## config.mk

```make
export PLATFORM = sky130hd
export DESIGN_NAME = scp_ctrl_port
export DESIGN_NICKNAME = d
export VERILOG_FILES = /design/src/rtl/scp_pkg.sv /design/src/rtl/scp_edge.sv /design/src/rtl/scp_shift.sv /design/src/rtl/scp_enseq.sv /design/src/rtl/scp_ctrl_port.sv
export SDC_FILE = /design/constraint.sdc
export NUM_CORES = 1
export LEC_CHECK = 0
export BUFFER_PORTS_ARGS = -buffer_cell sky130_fd_sc_hd__buf_2
export CELL_PAD_IN_SITES_DETAIL_PLACEMENT = 1
export CELL_PAD_IN_SITES_GLOBAL_PLACEMENT = 1
export CORE_UTILIZATION = 31
export DETAILED_ROUTE_END_ITERATION = 12
export HOLD_SLACK_MARGIN = 0.05
export PLACE_DENSITY = 0.68
export SKIP_LAST_GASP = 1
export SYNTH_ARGS = -nofsm -noshare
export SYNTH_HDL_FRONTEND = slang
export SYNTH_SLANG_ARGS = --single-unit
```

## constraint.sdc

```tcl
create_clock -name clk_i -period 2.5 [get_ports clk_i]
set_clock_uncertainty 0.05 [all_clocks]
set_input_delay 0.625 -clock clk_i [delete_from_list [all_inputs] [get_ports clk_i]]
set_output_delay 0.625 -clock clk_i [all_outputs]
set_load 0.02 [all_outputs]
```

## src/rtl/scp_pkg.sv

```systemverilog
package scp_pkg;
  typedef enum logic [1:0] {
    SCP_IDLE = 2'd0,
    SCP_XFER = 2'd1,
    SCP_HOLD = 2'd2,
    SCP_REJ  = 2'd3
  } scp_state_e;
endpackage

```

## src/rtl/scp_edge.sv

```systemverilog
module scp_edge #(
  parameter int W = 2
) (
  input  logic         clk_i,
  input  logic         rst_ni,
  input  logic [W-1:0] sig_i,
  output logic [W-1:0] fall_o,
  output logic [W-1:0] rise_o
);
  logic [W-1:0] q;

  always_ff @(posedge clk_i or negedge rst_ni)
    if (!rst_ni) q <= '1;
    else         q <= sig_i;

  assign fall_o = q & ~sig_i;
  assign rise_o = ~q & sig_i;
endmodule

```

## src/rtl/scp_shift.sv

```systemverilog
module scp_shift #(
  parameter int W = 8
) (
  input  logic         clk_i,
  input  logic         rst_ni,
  input  logic         load_i,
  input  logic [W-1:0] load_val_i,
  input  logic         run_i,
  input  logic         fall_i,
  input  logic         rise_i,
  input  logic         di_i,
  output logic         do_o,
  output logic         done_o,
  output logic [W-1:0] byte_o
);
  localparam int CW = $clog2(W + 1);

  logic [W-1:0]  tx;
  logic [W-2:0]  rx;
  logic [CW-1:0] cnt;

  always_ff @(posedge clk_i or negedge rst_ni) begin
    if (!rst_ni) begin
      tx  <= '0;
      rx  <= '0;
      cnt <= '0;
    end else if (load_i) begin
      tx  <= load_val_i;
      cnt <= '0;
    end else begin
      if (run_i && fall_i) begin
        rx  <= {rx[W-3:0], di_i};
        cnt <= cnt + 1'b1;
      end
      // advance only after the host has taken the current bit
      if (run_i && rise_i && cnt != '0) tx <= {tx[W-2:0], 1'b0};
    end
  end

  assign do_o   = tx[W-1];
  assign done_o = run_i && fall_i && (cnt == CW'(W - 1));
  assign byte_o = {rx, di_i};
endmodule

```

## src/rtl/scp_enseq.sv

```systemverilog
module scp_enseq #(
  parameter int N_CH = 4
) (
  input  logic                                  clk_i,
  input  logic                                  rst_ni,
  input  logic                                  start_i,
  input  logic                                  tick_i,
  input  logic                                  hold_i,
  output logic [N_CH-1:0]                       en_no,
  output logic [(N_CH > 1 ? $clog2(N_CH) : 1)-1:0] ch_o,
  output logic                                  act_o
);
  localparam int CHW = N_CH > 1 ? $clog2(N_CH) : 1;

  logic [CHW-1:0] ptr;

  always_ff @(posedge clk_i or negedge rst_ni) begin
    if (!rst_ni) begin
      ptr   <= '0;
      ch_o  <= '0;
      act_o <= 1'b0;
    end else if (start_i || tick_i) begin
      ch_o  <= ptr;
      act_o <= 1'b1;
      ptr   <= (ptr == CHW'(N_CH - 1)) ? '0 : ptr + 1'b1;
    end else if (!hold_i) begin
      act_o <= 1'b0;
    end
  end

  for (genvar g = 0; g < N_CH; g++) begin : g_en
    assign en_no[g] = ~(act_o && ch_o == CHW'(g));
  end
endmodule

```

## src/rtl/scp_ctrl_port.sv

```systemverilog
module scp_ctrl_port
  import scp_pkg::*;
#(
  parameter int N_CH     = 4,
  parameter int W        = 8,
  parameter int MIN_HIGH = 2
) (
  input  logic            clk_i,
  input  logic            rst_ni,
  input  logic            cclk_i,
  input  logic            csel_i,
  input  logic            di_i,
  input  logic [N_CH*W-1:0] sts_i,
  output logic            do_o,
  output logic [N_CH-1:0] en_no,
  output logic [W-1:0]    ctrl_o,
  output logic            err_o
);
  localparam int CHW = N_CH > 1 ? $clog2(N_CH) : 1;
  localparam int GW  = $clog2(MIN_HIGH + 1);

  logic [1:0] fall, rise;
  logic       cclk_fall, cclk_rise, csel_fall, csel_rise;

  scp_edge #(.W(2)) u_edge (
    .clk_i (clk_i),
    .rst_ni(rst_ni),
    .sig_i ({csel_i, cclk_i}),
    .fall_o(fall),
    .rise_o(rise)
  );
  assign {csel_fall, cclk_fall} = fall;
  assign {csel_rise, cclk_rise} = rise;

  scp_state_e st_q, st_d;
  logic [GW-1:0] gap_q;
  logic gap_ok, accept, reject, run, hold, tick, done;
  logic [W-1:0] stat_q, rx_byte, ctrl_q;
  logic [CHW-1:0] en_ch;
  logic en_act;

  assign gap_ok = gap_q >= GW'(MIN_HIGH);

  always_comb begin
    st_d   = st_q;
    accept = 1'b0;
    reject = 1'b0;
    unique case (st_q)
      SCP_IDLE: if (csel_fall) begin
        if (gap_ok) begin accept = 1'b1; st_d = SCP_XFER; end
        else        begin reject = 1'b1; st_d = SCP_REJ;  end
      end
      SCP_XFER: if (csel_rise) st_d = SCP_IDLE;
                else if (done) st_d = SCP_HOLD;
      default:  if (csel_rise) st_d = SCP_IDLE;
    endcase
  end

  assign run  = (st_q == SCP_XFER) && !csel_i;
  assign hold = (st_q == SCP_XFER || st_q == SCP_HOLD) && !csel_rise;
  assign tick = (st_q == SCP_IDLE) && csel_i && cclk_fall;

  always_ff @(posedge clk_i or negedge rst_ni) begin
    if (!rst_ni) begin
      st_q   <= SCP_IDLE;
      gap_q  <= GW'(MIN_HIGH);
      stat_q <= '0;
      ctrl_q <= '0;
      err_o  <= 1'b0;
    end else begin
      st_q <= st_d;
      if (accept)               gap_q <= '0;
      else if (tick && !gap_ok) gap_q <= gap_q + 1'b1;
      if (en_act) stat_q <= sts_i[en_ch*W +: W];
      if (done)   ctrl_q <= rx_byte;
      if (reject) err_o  <= 1'b1;
    end
  end

  scp_shift #(.W(W)) u_shift (
    .clk_i     (clk_i),
    .rst_ni    (rst_ni),
    .load_i    (accept),
    .load_val_i(stat_q),
    .run_i     (run),
    .fall_i    (cclk_fall),
    .rise_i    (cclk_rise),
    .di_i      (di_i),
    .do_o      (do_o),
    .done_o    (done),
    .byte_o    (rx_byte)
  );

  scp_enseq #(.N_CH(N_CH)) u_seq (
    .clk_i  (clk_i),
    .rst_ni (rst_ni),
    .start_i(accept),
    .tick_i (tick),
    .hold_i (hold),
    .en_no  (en_no),
    .ch_o   (en_ch),
    .act_o  (en_act)
  );

  assign ctrl_o = ctrl_q;
endmodule

```

# After elaboration in Yosys (flattened, before gate mapping)
# Cells that the tools add are included.
dict set report classes {
  addsub 3
  order_cmp 1
  n_eq_ne 10
  n_shift 1
  mux 21
  n_bitwise 9
  n_reduce_logical 27
}
# op n
set ops {}
lappend ops {{32-bit by 6-bit variable part select with 8-bit output} 1}
lappend ops {{2-bit two-way mux} 8}
lappend ops {{8-bit two-way mux} 2}
lappend ops {{1-bit logical AND} 13}
lappend ops {{2-bit equality test (second input constant)} 4}
lappend ops {{1-bit two-way mux} 8}
lappend ops {{4-bit two-way mux} 2}
lappend ops {{2-bit nonzero test} 3}
lappend ops {{1-bit inverter} 5}
lappend ops {{2-bit by 1-bit adder with 2-bit output (second input constant)} 2}
lappend ops {{4-bit by 1-bit adder with 4-bit output (second input constant)} 1}
lappend ops {{2-bit bitwise AND} 2}
lappend ops {{2-bit by 1-bit equality test with 1-bit output (second input constant)} 2}
lappend ops {{4-bit by 3-bit equality test with 1-bit output (second input constant)} 1}
lappend ops {{2-bit zero test} 2}
lappend ops {{2-bit inequality test (second input constant)} 2}
lappend ops {{2-bit inverter} 2}
lappend ops {{2-bit one-hot mux with 2 select lines} 1}
lappend ops {{4-bit nonzero test} 1}
lappend ops {{1-bit zero test} 3}
lappend ops {{3-bit inequality test (second input constant)} 1}
lappend ops {{3-bit AND reduction} 1}
lappend ops {{3-bit nonzero test} 1}
lappend ops {{2-bit greater-or-equal comparator (second input constant)} 1}
lappend ops {{other kinds (2)} 3}
dict set report totals {
  register_bits 47
  in_bits 37
  out_inout_bits 14
  elab_cells 84
}

# Longest topological paths before layout
dict set report depth {
  depth_word 7
  mapped_depth 8
  ltp_nobuf 6
}

# Hierarchy
# A second synthesis with hierarchy kept.
dict set report unflattened {
  hier_cells 187
  hier_area_um2 2406.1
}
# module instances cells_each area_per_inst_um2 seq_area_each_um2
set modules_own_cells {}
lappend modules_own_cells {scp_ctrl_port 1 77 1144.8 526.8}
lappend modules_own_cells {scp_shift 1 86 939.7 475.5}
lappend modules_own_cells {scp_enseq 1 18 234.0 125.1}
lappend modules_own_cells {scp_edge 1 6 87.6 52.6}

# Worst setup path before layout
# No wires, ideal clock.
dict set report synth_timing {
  kind {input port to flip-flop}
  startpoint {input port csel_i}
  endpoint {register u_seq.ch_o[0] (netlist bit)}
  setup_ns 0.125
  arrival_time_ns 1.681
  required_time_ns 2.325
  path_slack_ns 0.643
  path_stages 6
  n_path_buf 2
  path_cell_list {and3b_1 buf_2 nor2b_4 or2_1 buf_6 mux2_4}
}
dict set report synth_between {
  elab_chain_cells 5
  word_cells_on_any_way 7
  classes_between {mux (2); bitwise (2); reduce/logical (3)}
}
# element line_no
set synth_rtl {}
lappend synth_rtl {{from (decl)} scp_ctrl_port.sv:11} ;# input logic csel_i,
lappend synth_rtl {{2-bit inverter} scp_edge.sv:16} ;# assign fall_o = q & ~sig_i;
lappend synth_rtl {{2-bit bitwise AND} scp_edge.sv:16}
lappend synth_rtl {{1-bit two-way mux} scp_ctrl_port.sv:49} ;# SCP_IDLE: if (csel_fall) begin
lappend synth_rtl {{1-bit two-way mux} scp_ctrl_port.sv:48} ;# unique case (st_q)
lappend synth_rtl {{1-bit logical OR *} scp_enseq.sv:22} ;# end else if (start_i || tick_i) begin
lappend synth_rtl {{to (signal assigned)} scp_enseq.sv:23} ;# ch_o <= ptr;
lappend synth_rtl {{to (decl)} scp_enseq.sv:10} ;# output logic [(N_CH > 1 ? $clog2(N_CH) : 1)-1:0] ch_o,
# Mark *: on every way between the ends. The rest lies on a longest branch, timed or not.
# A chain may end at the register's enable or synchronous reset.

# Final worst setup path
dict set report layout_timing {
  startpoint {register u_seq.ch_o[1] (netlist bit)}
  endpoint {output port en_no[0]}
}
dict set report layout_between {
  elab_chain_cells 3
}
# element line_no
set layout_rtl {}
lappend layout_rtl {{2-bit zero test} scp_enseq.sv:32} ;# assign en_no[g] = ~(act_o && ch_o == CHW'(g));
lappend layout_rtl {{1-bit logical AND} scp_enseq.sv:32}
lappend layout_rtl {{1-bit inverter} scp_enseq.sv:32}
lappend layout_rtl {{to (decl)} scp_ctrl_port.sv:15} ;# output logic [N_CH-1:0] en_no,
# No other way between the ends.

==> flow_summary.json <==
{
  "cap_violations": 0,
  "core_sq_mm": 0.00694,
  "final-hold-violation-count": 0,
  "dpl.hpwl_microns": 3630,
  "cts_buffers": 5,
  "clkTransAtPathRegs_ns": 0.08,
  "h-tree-depth": 2,
  "fin_crit_sh_pct": 87.4,
  "path_class": "register to output port",
  "fin_setup_tns_ns": 0,
  "grt_pass1_wl_microns": 8380,
  "synth_top_area_cell": "dfrtp_1",
  "final_net_count": 287,
  "synth_fp_nets": 231,
  "ant_nets": 0,
  "period_needed_ns": 2.19,
  "grt_overflow_total": 0,
  "cp_max_fo": 13,
  "ys_warn_count": 0,
  "cts_resized": 0,
  "ctsRootBufferMaster": "clkbuf_8",
  "n_antenna_cell": 0,
  "cp.arrival_ns": 1.51,
  "area_delta_synth_final_pct": 22.4,
  "via_per_inst": 4.64,
  "rsz0062_at_grt": "false",
  "startpoint": "u_seq.ch_o[1]$_DFFE_PN0P_",
  "crit_chain": "or3b_2 -> buf_2",
  "maxSlewViolCount": 0,
  "pin_count": 51,
  "max_slew_margin_pct": 59.5,
  "max_stage_delay_ns": 0.55,
  "synth_cell_types": 40,
  "ys_ff_latch": 47,
  "r2r_start": "st_q[0]$_DFFE_PN0P_",
  "port_buffers": 50,
  "drt_first_iter_violations": 76,
  "cp-start-kind": "register",
  "holdWs_ns": 0.369,
  "drc": 0,
  "cts_tree": "done",
  "fmax_mhz": 458,
  "post_cts_buffers": 0,
  "num_vias": 1581,
  "start_util_pct": 32.8,
  "dpl_cell_area_sq_mm": 0.00266,
  "wirelength_microns": 4790,
  "num-fill-cells": 764,
  "clock-sinks": 47,
  "design_area_sq_mm": 0.00279,
  "synth_edf_count": 0,
  "drive_above_1_share_pct": 39.2,
  "leakagePower_nw": 1.32,
  "worst_pin_slew_ns": 0.608,
  "die_width_microns": 87.8,
  "powerDensity_mw_per_mm2": 980,
  "ys_seq_area_share_pct": 51.7,
  "endpoint_kind": "output port",
  "cts_max_path_buffers": 2,
  "finalSetupViolCount": 0,
  "cp.required_ns": 1.82,
  "synth_cells": 188,
  "synth_area_leaders": "dfrtp_1, mux4_2, nand2_1, mux2_2, dfstp_2",
  "synth.avg_cell_area_sq_um": 12.1,
  "die_y_microns": 87.8,
  "antenna_found_initial": 0,
  "avgRoutedWirePerCell_microns": 14.0,
  "run_status": "complete, no violations",
  "dr.pass1.iters": 4,
  "yosys.area.top_type_share_pct": 48.3,
  "grt_use_total_pct": 14.1,
  "synth_common_cells": "dfrtp_1, nand2_1, mux2_2",
  "die-area_sq_mm": 0.00770,
  "hold_buffers": 0,
  "grt_start_max_net_pins": 48,
  "num_rows": 30,
  "ir_worst_vdd_mv": 0.349,
  "crit_path_top_delay_cell": "dfrtp_1",
  "power_w": 0.00274,
  "async_reset_ff_share_pct": 100,
  "yosysMostFrequentCell": "dfrtp_1",
  "syn-cell-area_sq_mm": 0.00228,
  "clock_latency_ns": 0.30,
  "grt_pass1_vias": 1680,
  "ys.flop_type": "dfrtp_1",
  "place.gp.congestion": 0.750,
  "hp-class": "input port to asynchronous set/reset pin"
}
## routing by layer
metal / vias up / wire, microns / global-route usage (%)
met5: - / 0 / 0
met4: 0 / 56 / 3.13
met3: 5 / 91 / 2.83
met2: 12 / 2460 / 23.5
met1: 802 / 2190 / 18.9
li1: 762 / - / -
## cell families after synthesis
group                    count (synthesis)  synth area share, %
multiplexers                            34                 21.0
buffers and inverters                   15                 3.24
flip-flops                              47                 51.7
AND/OR/NAND/NOR                         63                 13.3
XOR/XNOR                                 3                 1.15
AO/OA/AOI/OAI                           20                 6.25
adder cells (fa/ha/maj)                  6                 3.29
## placed cells by master (no fill, tap or decap), types with 4 or more instances in the layout
cell type / count
buf_2: 50
buf_4: 8
clkbuf_8: 5
dfrtp_1: 44
ha_1: 6
inv_1: 6
mux2_2: 12
mux2_4: 4
mux2i_1: 7
mux4_2: 8
nand2_1: 36
nor2_1: 10
o21ai_1: 8
## registers in the layout (all words and copies together), names as in the netlist
register     cells
ctrl_o           8
stat_q           8
u_shift.tx       8
u_shift.rx       7
u_shift.cnt      4
gap_q            2
st_q             2
u_edge.q         2
u_seq.ch_o       2
u_seq.ptr        2
err_o            1
u_seq.act_o      1
## stage by stage
step / worst slack [ns] / util (%) / std cells
floorplan: 0.643 / - / 188
finish: 0.315 / 40.2 / 341
global placement: 0.477 / 38.3 / 333
detailed placement: 0.406 / 38.3 / 333
global route: 0.224 / 40.2 / 341
CTS: 0.293 / 40.2 / 341
## worst paths after layout
kind / endpoint / slack (ns) / cells past startpoint
max reg2reg: u_seq.ch_o[1]$_DFFE_PN0P_ / 0.56 / 6
min reg2reg: err_o$_DFFE_PN0P_ / 0.41 / 1
max in group asynchronous: u_shift.rx[1]$_DFFE_PN0P_ / 1.62 / 2
min: u_seq.act_o$_DFFE_PN0P_ / 0.37 / 2
max: en_no[0] / 0.31 / 2
min in group clk_i: err_o$_DFFE_PN0P_ / 0.41 / 1
## where the power goes
part           leakage, nW  internal [W]  switching, W
registers            0.601       0.00101      0.000180
clock network       0.0654      0.000400      0.000252
logic                0.657      0.000494      0.000407
## worst max-delay path: cells and delay by family (launching register included)
family	cells	cell delay, ns
buffers and inverters	1	0.17
flip-flops	1	0.55
AND/OR/NAND/NOR	1	0.50
## area by class of cell
cell class | instances | area (sq um) | share of cell area [%]
sequential | 47 | 1180 | 42.2
clock buffer | 6 | 72.6 | 2.60
inverter | 6 | 22.5 | 0.806
clock inverter | 2 | 60.1 | 2.15
tap | 96 | 120 | 4.30
multi-input combinational | 126 | 1030 | 36.8
timing repair buffer | 58 | 310 | 11.1
(Power assumes the default switching activity.)
